[src/rtl/ts_pkg.sv]
package ts_pkg;

  typedef enum logic [0:0] {
    SH_IDLE = 1'b0,
    SH_WAIT = 1'b1
  } shift_state_t;

  localparam int TS_DEF_AW = 7;
  localparam int TS_DEF_SW = 15;

endpackage

[src/rtl/ts_async_div.sv]
module ts_async_div #(
  parameter int AW = 7
) (
  input  logic          clk,
  input  logic          rst,
  input  logic          hold,
  input  logic [AW-1:0] div,
  output logic          tick
);

  logic [AW-1:0] cnt;
  logic          at_zero;

  assign at_zero = (cnt == '0);

  always_ff @(posedge clk) begin
    if (rst || hold) begin
      cnt  <= div;
      tick <= 1'b0;
    end else if (at_zero) begin
      cnt  <= div;
      tick <= 1'b1;
    end else begin
      cnt  <= cnt - AW'(1);
      tick <= 1'b0;
    end
  end

endmodule

[src/rtl/ts_shift_ctl.sv]
module ts_shift_ctl
  import ts_pkg::*;
#(
  parameter int SW = 15
) (
  input  logic          clk,
  input  logic          rst,
  input  logic          hold,
  input  logic          req,
  input  logic [SW-1:0] frac_in,
  input  logic          add_in,
  input  logic          ovf,
  input  logic          tick,
  output logic          apply,
  output logic [SW-1:0] frac,
  output logic          add_sec,
  output logic          busy
);

  shift_state_t state;
  logic         accept;

  assign accept = req && !ovf && (state == SH_IDLE);
  assign apply  = (state == SH_WAIT) && tick;
  assign busy   = (state == SH_WAIT);

  always_ff @(posedge clk) begin
    if (rst || hold) begin
      state   <= SH_IDLE;
      frac    <= '0;
      add_sec <= 1'b0;
    end else begin
      case (state)
        SH_IDLE: begin
          if (accept) begin
            state   <= SH_WAIT;
            frac    <= frac_in;
            add_sec <= add_in;
          end
        end
        SH_WAIT: begin
          if (tick) begin
            state <= SH_IDLE;
          end
        end
        default: state <= SH_IDLE;
      endcase
    end
  end

endmodule

[src/rtl/ts_sync_ctr.sv]
module ts_sync_ctr #(
  parameter int SW = 15
) (
  input  logic          clk,
  input  logic          rst,
  input  logic          hold,
  input  logic          tick,
  input  logic [SW-1:0] div,
  input  logic          apply,
  input  logic [SW-1:0] frac,
  input  logic          add_sec,
  output logic [SW:0]   ss,
  output logic          sec_tick
);

  localparam int CW = SW + 1;

  logic [CW-1:0] stepped;
  logic [CW-1:0] next_ss;
  logic          wrap;
  logic          normal;
  logic          owe;
  logic          owe_next;

  always_comb begin
    wrap     = (ss == '0);
    stepped  = wrap ? {1'b0, div} : (ss - CW'(1));
    next_ss  = apply ? (stepped + {1'b0, frac}) : stepped;
    normal   = tick && wrap;
    owe_next = (owe && normal) || (apply && add_sec);
  end

  always_ff @(posedge clk) begin
    if (rst || hold) begin
      ss       <= {1'b0, div};
      sec_tick <= 1'b0;
      owe      <= 1'b0;
    end else begin
      sec_tick <= normal || owe;
      owe      <= owe_next;
      if (tick) begin
        ss <= next_ss;
      end
    end
  end

endmodule

[src/rtl/subsec_timebase.sv]
module subsec_timebase #(
  parameter int AW = ts_pkg::TS_DEF_AW,
  parameter int SW = ts_pkg::TS_DEF_SW
) (
  input  logic          clk,
  input  logic          rst,
  input  logic          init_mode,
  input  logic [AW-1:0] div_a,
  input  logic [SW-1:0] div_s,
  input  logic          shift_req,
  input  logic [SW-1:0] shift_frac,
  input  logic          shift_add_sec,
  output logic          apre_tick,
  output logic          sec_tick,
  output logic [SW:0]   subsec,
  output logic          shift_busy
);

  logic          apply_w;
  logic [SW-1:0] frac_w;
  logic          add_w;

  ts_async_div #(.AW(AW)) u_adiv (
    .clk  (clk),
    .rst  (rst),
    .hold (init_mode),
    .div  (div_a),
    .tick (apre_tick)
  );

  ts_shift_ctl #(.SW(SW)) u_shift (
    .clk     (clk),
    .rst     (rst),
    .hold    (init_mode),
    .req     (shift_req),
    .frac_in (shift_frac),
    .add_in  (shift_add_sec),
    .ovf     (subsec[SW]),
    .tick    (apre_tick),
    .apply   (apply_w),
    .frac    (frac_w),
    .add_sec (add_w),
    .busy    (shift_busy)
  );

  ts_sync_ctr #(.SW(SW)) u_sctr (
    .clk      (clk),
    .rst      (rst),
    .hold     (init_mode),
    .tick     (apre_tick),
    .div      (div_s),
    .apply    (apply_w),
    .frac     (frac_w),
    .add_sec  (add_w),
    .ss       (subsec),
    .sec_tick (sec_tick)
  );

endmodule

[config.mk]
export PLATFORM = sky130hd
export DESIGN_NAME = subsec_timebase
export DESIGN_NICKNAME = d
export VERILOG_FILES = /design/src/rtl/ts_pkg.sv /design/src/rtl/ts_async_div.sv /design/src/rtl/ts_shift_ctl.sv /design/src/rtl/ts_sync_ctr.sv /design/src/rtl/subsec_timebase.sv
export SDC_FILE = /design/constraint.sdc
export NUM_CORES = 1
export LEC_CHECK = 0
export ABC_AREA = 1
export BUFFER_PORTS_ARGS = -buffer_cell sky130_fd_sc_hd__buf_4
export CORE_ASPECT_RATIO = 0.6
export CORE_MARGIN = 8
export CORE_UTILIZATION = 40
export CTS_CLUSTER_DIAMETER = 80
export CTS_CLUSTER_SIZE = 24
export DETAILED_ROUTE_END_ITERATION = 10
export PLACE_DENSITY_LB_ADDON = 0.08
export SLEW_MARGIN = 20
export SYNTH_ARGS = -nofsm -noshare
export SYNTH_HDL_FRONTEND = slang
export SYNTH_SLANG_ARGS = --single-unit
[constraint.sdc]
create_clock -name clk -period 3.3 [get_ports clk]
set_clock_uncertainty 0.1 [all_clocks]
set_input_delay 0.66 -clock clk [delete_from_list [all_inputs] [get_ports clk]]
set_output_delay 0.66 -clock clk [all_outputs]
set_load 0.005 [all_outputs]
==> results by group <==
Clock tree
  – # hold bufs at CTS: 0
  – TritonCTS clock tree: yes
  – Clk sinks: 43
  – TritonCTS Buffers: 5
  – Clk_lat worst skew: 290 ps
  – Clock transition at path regs: 70 ps
  – Clock Tree Root: clkbuf_16
  – H-tree levels: 2
  – Clock buffer depth: 2

Drt
  – Post-Route WL: 10.0 mm
  – ANT nets after route: 0
  – Drt initial violations: 221
  – Via count: 3485
  – Via/cell ratio: 4.92
  – Drt wl/cell: 14.1 um
  – DRT Pass-1 Iters: 5
  – DRC Markers: 0

Worst setup path
  – Critical Path RT: 3240 ps
  – Top cell family by delay on the critical path: simple AND/OR/NAND/NOR gates
  – Critical path buffer and inverter count: 3
  – Worst EP arrival: 3020 ps
  – Critical path endpoint category: register
  – Worst-path cell chain: inv_1, ha_2, nand2_2, nor2_4, nand2_4, buf_4, or2_0, nand2_1, inv_1, ha_2, nand4_1, nor3_1, nand2_1, nand3_1, nand2_1, o21ai_2, nand2_1
  – Critical path startpoint category: register
  – Critical path's largest stage delay: 410 ps
  – Kind of critical path: reg -> reg
  – Maximum fanout along the worst path: 14
  – Slowest cell on crit path: edfxtp_1
  – CP most frequent cell: nand2_1

Power
  – Pleak: 0.00219 uW
  – Power share of the clock group: 32.6%
  – Sw frac: 32.0%
  – Cell area power density: 384 mW/mm^2
  – Reg power frac: 38.8%
  – Combinational power share: 28.6%
  – P_sw: 514 uW
  – Max IR drop VDD: 0.214 mV
  – Internal: 1090 uW
  – Power Total: 1610 uW

Synthesis
  – Syn nets: 585
  – Share of the synthesized area in the top cell type: 18.6%
  – Primary FF master, synth: dfxtp_1
  – Cell variety after synth: 29
  – Synth Area per Inst: 6.30 um^2
  – Ys Warns: 0
  – Synth Instances: 523
  – Sequential fraction of the synthesis area: 30.7%
  – Largest cells by area after synthesis: nand2_1 19%, dfxtp_1 17%, edfxtp_1 14%
  – #FFs+latches synth: 43
  – Async SR Flop Fraction: 0%
  – Post-synth top area cell: nand2_1
  – Netlist Area Pre-Place: 0.00329 mm^2
  – Top-count cell post-synth: nand2_1
  – Post-synth EDFFs: 15
  – Synth cell count leaders: 163 x nand2_1, 74 x nor2_1, 65 x inv_1

STA
  – Final hold vios: 0
  – Fin crit share: 93.3%
  – Highest clock rate: 325 MHz
  – Fin crit period: 3080 ps
  – Worst-Margin Slew: 716 ps
  – Slew margin rel.: 52.2%
  – Final worst setup slack: 220 ps
  – Slew Limit Fails: 0
  – WHS: 361 ps
  – RSZ-0062 raised after global routing: true
  – TNS Setup: 0 ps
  – Endpoints failing setup: 0

Placed design
  – Port buffer count: 60
  – Placed instance area: 0.00397 mm^2
  – Pre-CTS WS: 43.1 ps
  – HPWL Detailed: 8.15 mm
  – Routability cong.: 0.896

Die
  – # rows: 25
  – Die area: 0.0115 mm^2
  – Die Y: 86.3 um
  – IO Count: 61
  – Core Footprint: 0.00795 mm^2
  – Die X: 133 um
  – Initial core utilization: 41.5%

Finish
  – Area grow syn2layout: 27.0%
  – Final Instance Area: 0.00419 mm^2
  – Nets: 662
  – # diodes: 0
  – Share of cells above drive strength 1: 18.5%

Global routing
  – Initial antenna violation count: 0
  – Largest net degree at the start of global routing: 31
  – Overflow after GRT: 0
  – Global-route wire length before repair: 16.3 mm
  – All-layer global routing usage: 17.7%
  – Vias in the first global route: 3334

Status
  – Status: finished, final reports clean

Hold path
  – Worst min path class: reg -> reg

Flow run
  – Max-cap violations: 0
-- state kept, by name, indices dropped and copies added (netlist names) --
| signal | count |
|---|---|
| u_adiv.tick | 1 |
| u_shift.busy | 1 |
| u_adiv.cnt | 7 |
| u_shift.add_sec | 1 |
| u_sctr.sec_tick | 1 |
| u_shift.frac | 15 |
| u_sctr.owe | 1 |
| u_sctr.ss | 16 |
-- cell type report --
class                           count  area (um^2)
Multi-Input combinational cell    399         2010
Clock inverter                      2         15.0
Timing Repair Buffer               82          616
Tap cell                          108          135
Clock buffer                        6          139
Inverter                           69          259
Sequential cell                    43         1010
Fill cell                         818         3760
-- routing by layer --
| layer | GRT usage [%] | share of wire [%] |
|---|---|---|
| met1 | 25.2 | 52 |
| met2 | 26.7 | 41 |
| met3 | 3.70 | 6.0 |
| met4 | 3.85 | 0.90 |
| met5 | 0 | 0 |
-- power groups by stage --
stage | registers, uW | logic (uW) | clock network (uW)
finish | 622 | 459 | 524
global route | 628 | 520 | 552
CTS | 622 | 445 | 531
detailed placement | 634 | 443 | 0
global placement | 633 | 437 | 0
floorplan | 633 | 268 | 0
-- per-stage QoR --
stage	instances	utilization, %
CTS	707	51.9
detailed placement	699	50.0
finish	709	52.7
global route	709	52.7
floorplan	523	-
global placement	699	50.0
-- layout by cell type, fill, tap and decap left out --
cell type / instances
nand2_1: 161
buf_4: 82
nor2_1: 73
inv_1: 65
nand3_1: 39
o21ai_0: 36
dfxtp_1: 28
a21oi_1: 18
ha_1: 15
edfxtp_1: 15
xor2_1: 8
nand3b_1: 7
xnor2_1: 6
nor3_1: 5
clkbuf_16: 5
nor2_2: 4
or2_0: 4
nor2_4: 3
nand2_2: 3
clkinv_1: 3
nand4_1: 3
ha_2: 3
o21ai_1: 2
or2_2: 2
nand2_4: 1
a21oi_2: 1
inv_2: 1
a31oi_1: 1
o21ai_2: 1
o21a_1: 1
fa_2: 1
ha_4: 1
inv_4: 1
clkbuf_8: 1
clkinv_4: 1
-- timing repair --
action                     in CTS  in global routing
gates resized for setup         0                 14
buffers inserted                0                  2
setup endpoints to repair       0                 11
-- worst paths after layout --
kind | slack (ps) | startpoint | end | cells past startpoint
max | 220 | u_sctr.ss[1] | u_sctr.ss[14] | 17
min | 360 | u_adiv.cnt[0] | u_adiv.cnt[0] | 1
max reg2reg | 220 | u_sctr.ss[1] | u_sctr.ss[14] | 17
min reg2reg | 360 | u_adiv.cnt[0] | u_adiv.cnt[0] | 1
-- cell families after synthesis --
| group | Yosys count | share of synthesized area (%) |
|---|---|---|
| and+or+nand+nor | 305 | 38.8 |
| buffers and inverters | 81 | 9.72 |
| AOI/OAI and AO/OA | 60 | 9.23 |
| DFF | 43 | 30.7 |
| adders and majority gates | 20 | 7.82 |
| xor gates and xnor gates | 14 | 3.72 |
Power figures use the tool's default switching activity.
